### src/rtl/cpf_pkg.sv
package cpf_pkg;

  // Threshold normalization: zero or anything beyond depth means full depth.
  function automatic int thr_clamp(input int raw, input int depth);
    return ((raw == 0) || (raw > depth)) ? depth : raw;
  endfunction

  // Circular pointer advance.
  function automatic int ptr_step(input int p, input int depth);
    return (p == depth - 1) ? 0 : p + 1;
  endfunction

  // Fill level after one cycle of pushes and pops.
  function automatic int level_next(input int lvl, input bit push, input bit pop);
    return lvl + int'(push) - int'(pop);
  endfunction

endpackage

### src/rtl/cpf_thresh.sv
module cpf_thresh #(
  parameter int DEPTH = 12,
  parameter int TW    = 4,
  localparam int LW   = $clog2(DEPTH + 1)
) (
  input  logic          clk,
  input  logic          rst_n,
  input  logic          drq,
  input  logic [TW-1:0] thr_field,
  output logic          drq_rise,
  output logic [LW-1:0] thr_lvl
);
  import cpf_pkg::*;

  logic drq_q;

  always_ff @(posedge clk or negedge rst_n) begin
    if (!rst_n) drq_q <= 1'b0;
    else        drq_q <= drq;
  end

  assign drq_rise = drq & ~drq_q;

  always_ff @(posedge clk or negedge rst_n) begin
    if (!rst_n)        thr_lvl <= LW'(DEPTH);
    else if (drq_rise) thr_lvl <= LW'(thr_clamp(int'(thr_field), DEPTH));
  end

  AST_THR_RANGE: assert property (@(posedge clk) disable iff (!rst_n)
    (thr_lvl != '0) && (thr_lvl <= LW'(DEPTH)));

  AST_THR_HOLD: assert property (@(posedge clk) disable iff (!rst_n)
    drq && drq_q |=> $stable(thr_lvl));

endmodule

### src/rtl/cpf_store.sv
module cpf_store #(
  parameter int DEPTH = 12,
  parameter int DW    = 8,
  parameter logic [DW-1:0] EMPTY_VAL = '1,
  localparam int LW   = $clog2(DEPTH + 1),
  localparam int PW   = $clog2(DEPTH)
) (
  input  logic          clk,
  input  logic          rst_n,
  input  logic          clr,
  input  logic          push,
  input  logic          pop,
  input  logic [DW-1:0] wdata,
  output logic [DW-1:0] rdata,
  output logic [LW-1:0] level
);
  import cpf_pkg::*;

  logic [DW-1:0] mem [DEPTH];
  logic [PW-1:0] wptr, rptr;

  always_ff @(posedge clk) begin
    if (push) mem[wptr] <= wdata;
  end

  always_ff @(posedge clk or negedge rst_n) begin
    if (!rst_n) begin
      wptr  <= '0;
      rptr  <= '0;
      level <= '0;
    end else if (clr) begin
      wptr  <= '0;
      rptr  <= '0;
      level <= '0;
    end else begin
      if (push) wptr <= PW'(ptr_step(int'(wptr), DEPTH));
      if (pop)  rptr <= PW'(ptr_step(int'(rptr), DEPTH));
      level <= LW'(level_next(int'(level), push, pop));
    end
  end

  assign rdata = (level == '0) ? EMPTY_VAL : mem[rptr];

  AST_NO_OVERFLOW: assert property (@(posedge clk) disable iff (!rst_n)
    push && !pop |-> level < LW'(DEPTH));

  AST_POP_NONEMPTY: assert property (@(posedge clk) disable iff (!rst_n)
    pop |-> level != '0);

endmodule

### src/rtl/cmd_pkt_fifo.sv
module cmd_pkt_fifo #(
  parameter int DEPTH = 12,
  parameter int DW    = 8,
  parameter int TW    = 4,
  localparam int LW   = $clog2(DEPTH + 1)
) (
  input  logic          clk,
  input  logic          rst_n,
  input  logic          sel_pkt,
  input  logic          host_wr,
  input  logic [DW-1:0] host_data,
  input  logic          drq,
  input  logic [TW-1:0] thr_field,
  input  logic          rd_en,
  output logic [DW-1:0] rd_data,
  output logic          tend_n,
  output logic          pkt_done,
  output logic          nempty_n
);
  import cpf_pkg::*;

  logic          drq_rise;
  logic [LW-1:0] thr_lvl;
  logic [LW-1:0] level;
  logic [LW-1:0] level_nx;
  logic          wr_acc;
  logic          rd_pop;
  logic          thr_hit;

  cpf_thresh #(.DEPTH(DEPTH), .TW(TW)) u_thr (
    .clk       (clk),
    .rst_n     (rst_n),
    .drq       (drq),
    .thr_field (thr_field),
    .drq_rise  (drq_rise),
    .thr_lvl   (thr_lvl)
  );

  assign wr_acc   = host_wr & sel_pkt & ~pkt_done & (level < LW'(DEPTH)) & ~drq_rise;
  assign rd_pop   = rd_en & (level != '0) & ~drq_rise;
  assign level_nx = LW'(level_next(int'(level), wr_acc, rd_pop));
  assign thr_hit  = wr_acc & (level_nx >= thr_lvl);

  cpf_store #(.DEPTH(DEPTH), .DW(DW), .EMPTY_VAL('1)) u_st (
    .clk   (clk),
    .rst_n (rst_n),
    .clr   (drq_rise),
    .push  (wr_acc),
    .pop   (rd_pop),
    .wdata (host_data),
    .rdata (rd_data),
    .level (level)
  );

  always_ff @(posedge clk or negedge rst_n) begin
    if (!rst_n)        pkt_done <= 1'b0;
    else if (drq_rise) pkt_done <= 1'b0;
    else if (thr_hit)  pkt_done <= 1'b1;
  end

  assign tend_n   = ~(level >= thr_lvl);
  assign nempty_n = (level == '0);

  AST_NOSEL_HOLD: assert property (@(posedge clk) disable iff (!rst_n)
    !sel_pkt && !rd_en && !drq_rise |=> level == $past(level));

  AST_DONE_BLOCKS_WR: assert property (@(posedge clk) disable iff (!rst_n)
    pkt_done && host_wr && !rd_en && !drq_rise |=> level == $past(level));

  AST_DONE_STICKY: assert property (@(posedge clk) disable iff (!rst_n)
    pkt_done && !drq_rise |=> pkt_done);

  AST_CLR_ON_RISE: assert property (@(posedge clk) disable iff (!rst_n)
    drq_rise |=> (level == '0) && !pkt_done);

  AST_RW_BALANCE: assert property (@(posedge clk) disable iff (!rst_n)
    wr_acc && rd_pop |=> level == $past(level));

endmodule

### config.mk
export PLATFORM = sky130hd
export DESIGN_NAME = cmd_pkt_fifo
export DESIGN_NICKNAME = d
export VERILOG_FILES = /design/src/rtl/cpf_pkg.sv /design/src/rtl/cpf_thresh.sv /design/src/rtl/cpf_store.sv /design/src/rtl/cmd_pkt_fifo.sv
export SDC_FILE = /design/constraint.sdc
export NUM_CORES = 1
export LEC_CHECK = 0
export BUFFER_PORTS_ARGS = -buffer_cell sky130_fd_sc_hd__buf_2
export CORE_MARGIN = 2
export CORE_UTILIZATION = 50
export DETAILED_ROUTE_END_ITERATION = 10
export GPL_TIMING_DRIVEN = 0
export HOLD_SLACK_MARGIN = 0.03
export PLACE_DENSITY = 0.7
export RECOVER_POWER = 25
export SLEW_MARGIN = 20
export SYNTH_ARGS = -nofsm -noshare
export SYNTH_HDL_FRONTEND = slang
export SYNTH_SLANG_ARGS = --single-unit
### constraint.sdc
create_clock -name clk -period 3 [get_ports clk]
set_clock_uncertainty 0.2 [all_clocks]
set_input_delay 0.6 -clock clk [delete_from_list [all_inputs] [get_ports clk]]
set_output_delay 0.6 -clock clk [all_outputs]
set_load 0.01 [all_outputs]
Word-level counts from Yosys, hierarchy flattened
Memories as Yosys holds them, arrays and structs flattened.
Cells that the tools add are included.
- bits in registers: 18
- bits in latches: 0
- memory bits (writable): 96
- memory bits (read-only): 0
- output and inout bits: 11
- word-level logic and storage cells: 49
- memories kept: 1
- add/sub/neg operators: 4
- multipliers: 0
- divide/modulo/power cells: 0
- magnitude comparators: 4
- equal/unequal tests: 2
- shift-type cells: 0
- multiplexer cells: 13
- bitwise logic cells: 12
- reduce and logical (&&, ||, !) cells: 7
- memories (memory ; words ; width ; read ports ; clocked after memory_dff ; wr ports ; RTL line ; RTL):
    u_st.mem ; 12 ; 8 ; 1 ; 0 ; 1 ; cpf_store.sv:19 ; logic [DW-1:0] mem [DEPTH];
- operators by type and width (cell ; count):
    $mux 4 ; 8
    $add 4x1->4 const B ; 2
    $and 1x1->1 ; 8
    $eq 4x4->1 const B ; 2
    $ge 4x4->1 ; 2
    $logic_not 4->1 ; 2
    $mux 8 ; 1
    $reduce_bool 2->1 ; 3
    $add 4x1->4 ; 1
    $gt 4x4->1 const B ; 1
    $lt 4x4->1 const B ; 1
    $mux 1 ; 4
    $not 1->1 ; 4
    $reduce_bool 4->1 ; 1
    $sub 4x2->4 ; 1
    $logic_or 1x1->1 ; 1

Logic depth before layout (Yosys ltp)
- depth in word-level cells: 10
- gate-level depth with buffers: 14

Cells and area by module
A second synthesis with hierarchy kept.
- cell total of the unflattened synthesis: 308
- area total of the unflattened synthesis: 5106.1 um^2
- modules (own cells, without submodules) (module ; times used ; cells each ; area an instance (um^2) ; sequential area each (um^2)):
    cpf_store ; 1 ; 246 ; 4494.3 ; 3183.1
    cmd_pkt_fifo ; 1 ; 46 ; 387.9 ; 25.0
    cpf_thresh ; 1 ; 16 ; 224.0 ; 127.6

Worst setup path before layout
Ideal clock, no wire load.
- path type: flip-flop to flip-flop
- start point: register u_st.level[2]
- end point: register pkt_done
- arrival time: 2788 ps
- setup slack: -118 ps
- cell stages (with the launch flop): 14
- period minus slack after synthesis: 3118 ps
- cell sequence: dfrtp_1 inv_1 ha_1 or3b_2 nand2_1 nor2_1 ha_1 inv_1 ha_1 fa_1 ha_1 a21o_1 a21oi_1 o21ai_0
- cells in the longest elaborated chain, start to end: 8
- RTL lines (what ; RTL line ; RTL):
    start: declaration ; cpf_store.sv:15 ; output logic [LW-1:0] level
    start signal: assignment ; cpf_store.sv:38 ; level <= LW'(level_next(int'(level), push, pop));
    $lt 4x4->1 ; cmd_pkt_fifo.sv:39 ; assign wr_acc = host_wr & sel_pkt & ~pkt_done & (level < LW'(DEPTH)) & ~drq_rise;
    $and 1x1->1 (2 in a row) ; cmd_pkt_fifo.sv:39 ;
    $add 4x1->4 ; cpf_pkg.sv:15 ; return lvl + int'(push) - int'(pop);
    $sub 4x2->4 ; n/a ;
    $ge 4x4->1 ; cmd_pkt_fifo.sv:42 ; assign thr_hit = wr_acc & (level_nx >= thr_lvl);
    $and 1x1->1 (*) ; cmd_pkt_fifo.sv:42 ;
    $reduce_bool 2->1 (no line) (*) ; n/a ;
    end signal: assignment ; cmd_pkt_fifo.sv:56 ; if (!rst_n) pkt_done <= 1'b0;
    end signal: assignment ; cmd_pkt_fifo.sv:57 ; else if (drq_rise) pkt_done <= 1'b0;
    end signal: assignment ; cmd_pkt_fifo.sv:58 ; else if (thr_hit) pkt_done <= 1'b1;
    end: declaration ; cmd_pkt_fifo.sv:17 ; output logic pkt_done,
Every way passes the cells marked *; elsewhere a longest branch is shown, timed or not.
A chain may end at the register's enable or synchronous reset.

Final worst setup path
Same ends and word-level chain as after synthesis.

==> out/qor.yml <==
setup_path:
  critPathSlowestCell: "fa_1"
  cp.required_ps: 3180
  cpMostUsedCell: "ha_1"
  slowest_delay_ps: 460
  r2r_cells: 13
  cp_num_buf_inv: 2
  critPathMaxFanout: 3
  arrival_ps: 3260
  path_cells: "inv_2 > ha_1 > or3b_4 > nand2_4 > nor2_2 > ha_1 > inv_1 > ha_2 > fa_1 > ha_1 > a21o_1 > a21oi_2 > o21ai_1"
  timing.critical_path.from_type: "flop"
  cpLargestDelayFamily: "adder cells"
  worst-path-stages: 13
  crit_type: "reg2reg"
  cp-end-kind: "flop"
sta:
  slew_violations: 0
  fmax_mhz: 325.3
  setup_viol: 1
  tns_ps: -73.74
  hold-worst-slack_ps: 145.0
  finalCriticalPeriod_ps: 3074
  fin_ws_ps: -73.74
  worst_pin_slew_ps: 904.6
  slew-limit-headroom_pct: 39.47
  hold_viol: 0
  rsz0062_at_grt: "yes"
  period_share_pct: 102.5
cts:
  root_buffer: "clkbuf_8"
  max-clock-path-buffers: 2
  clk_latency_ps: 500
  htreeDepth: 4
  clkSinkCount: 114
  cts_made_buffers: 17
  cts_tree: "built"
  cts.clk_slew.worst_paths_ps: 60
die:
  core-area_mm2: 0.009774
  die-width_um: 104.4
  rows: 36
  die_h_um: 104.4
  dieArea_mm2: 0.01091
  boundaryPins: 29
  start_util_pct: 51.61
global_routing:
  use_met1_pct: 23.51
  busiest_layer: "met2"
  grt_start_max_net_pins: 19
  antenna_found_initial: 0
  gr-usage-met3_pct: 5.075
  met2_usage_pct: 32.21
  grt_overflow: 0
  grt_pass1_wl_mm: 15.55
  grt_usage_pct: 18.98
  grt_pass1_vias: 3021
finish:
  fin_nets: 426
  mostFrequentLayoutCell: "edfxtp_1"
  fin_util_pct: 61.26
  syn2layout_area_growth_pct: 18.70
  drive_gt1_share_pct: 23.44
  layout_common_cells: "96 x edfxtp_1, 33 x mux2i_1, 26 x nand2_1, 21 x buf_2, 17 x ha_1"
  diodes: 0
  fin_area_mm2: 0.005988
  fillers: 737
yosys:
  synth_nets: 373
  syn_area_per_cell_um2: 15.06
  ys_warn_count: 0
  synth_area_leader_cell: "edfxtp_1"
  ys_seq_elements: 114
  synth_cells: 335
  netlist_area_mm2: 0.005045
  synth_top_area_share_pct: 57.14
  yosysSeqAreaShare_pct: 66.12
  synth.distinct_cells: 41
  yosys-top-cells-area: "edfxtp_1 57%, dfrtp_1 7.9%, mux2i_1 6.5%"
power_and_ir_drop:
  fin_total_pwr_uw: 5158
  ir_drop_uv: 618.5
  leakage_uw: 0.002185
  powerDensity_mw_per_mm2: 861.3
job:
  maxCapViolations: 0
placement:
  dpl-instance-area_mm2: 0.005363
  io_buffer_count: 28
  gp_congestion: 0.8218
  dpl.hpwl_mm: 6.531
route:
  wire_per_inst_um: 17.98
  viasPerCell: 5.498
  vias: 2936
  dr.first_iter.drc_count: 148
  first_pass_iters: 4
  drc: 0
  routed_wl_mm: 9.601
  ant_nets: 0
min_path:
  hold_depth: 3
  min_path_type: "in2reg"
run_status:
  violations: "negative setup slack"
  outcome: "finished with violations"
synthesized netlist by cell type, drive strengths merged:
master	n
edfxtp	96
mux2i	33
nand2	27
ha	19
a22oi	17
dfrtp	16
inv	16
nor2	15
buf	11
and2	10
a21oi	9
o211ai	9
mux4	8
o21ai	6
clkbuf	5
a21o	4
and3	4
nand3	4
nor3	4
nand2b	3
a311oi	2
dfstp	2
nor2b	2
xor2	2
a22o	1
a311o	1
a31oi	1
and2b	1
and4bb	1
fa	1
nand4	1
nand4bb	1
o21a	1
o31ai	1
or3b	1
metrics by stage:
| stage | std cells | worst slack, ps |
|---|---|---|
| 2_1_floorplan | 335 | 30.32 |
| 3_3_place_gp | 496 | -401.9 |
| 3_5_place_dp | 496 | -477.0 |
| 4_1_cts | 533 | -119.8 |
| 5_1_grt | 534 | -161.8 |
| 6_report | 534 | -73.74 |
final timing paths:
kind / startpoint / to / slack [ps]
hold reg to reg: u_thr.thr_lvl[3]$_DFFE_PN1N_ / u_thr.thr_lvl[3]$_DFFE_PN1N_ / 340
max in group asynchronous: rst_n / u_thr.thr_lvl[2]$_DFFE_PN1N_ / 1890
setup / recovery: u_st.level[2]$_DFF_PN0_ / pkt_done$_DFFE_PN0P_ / -70
setup reg to reg: u_st.level[2]$_DFF_PN0_ / pkt_done$_DFFE_PN0P_ / -70
hold / removal: thr_field[1] / u_thr.thr_lvl[1]$_DFFE_PN0N_ / 140
min in group asynchronous: rst_n / u_st.wptr[3]$_DFFE_PN0P_ / 370
worst min-delay path: cells and delay by family:
family          cells  cell delay (ps)
compound gates      1               60
simple gates        1               50
buf+inv             1              100
power by group:
group / switching [µW] / internal [µW]
clock network: 710 / 1020
logic: 826 / 719
registers: 72.5 / 1820
total: 1610 / 3550
timing repair:
action,in CTS,in global routing
resized for setup,12,5
pin swaps,8,7
endpoints found under the setup margin,9,9
buffers inserted,4,3
hold buffers,2,0
endpoints found under the hold margin,17,0
flip-flops by register name, indices dropped and copies added (netlist names):
register       cells
pkt_done           1
u_st.level         4
u_st.mem          96
u_st.rptr          4
u_st.wptr          4
u_thr.drq_q        1
u_thr.thr_lvl      4
logic make-up after synthesis:
group,after synthesis,share of synthesized area [%]
compound gates,52,7.118
simple gates,74,7.540
xor+xnor,2,0.3473
buf+inv,32,3.423
mux,41,10.34
flops,114,66.12
fa+ha+maj,20,5.109
final cells by class:
type / instances / area [µm²] / share of cell area (%)
plain buffers: 13 / 103.9 / 1.734
clock buffers: 17 / 414.1 / 6.916
clock inverters: 15 / 113.9 / 1.901
inverters: 16 / 60.06 / 1.003
multi-input cells: 189 / 1592 / 26.58
flip-flops and latches: 114 / 3336 / 55.70
well taps: 133 / 166.4 / 2.779
repair buffers: 37 / 202.7 / 3.385
layer usage:
layer  vias up  part of all wire, %
met3        11                  4.1
met2        80                   52
met5         -                    0
met4         0                  1.3
met1      1455                   43
li1       1390                    -
(Power assumes the default switching activity.)
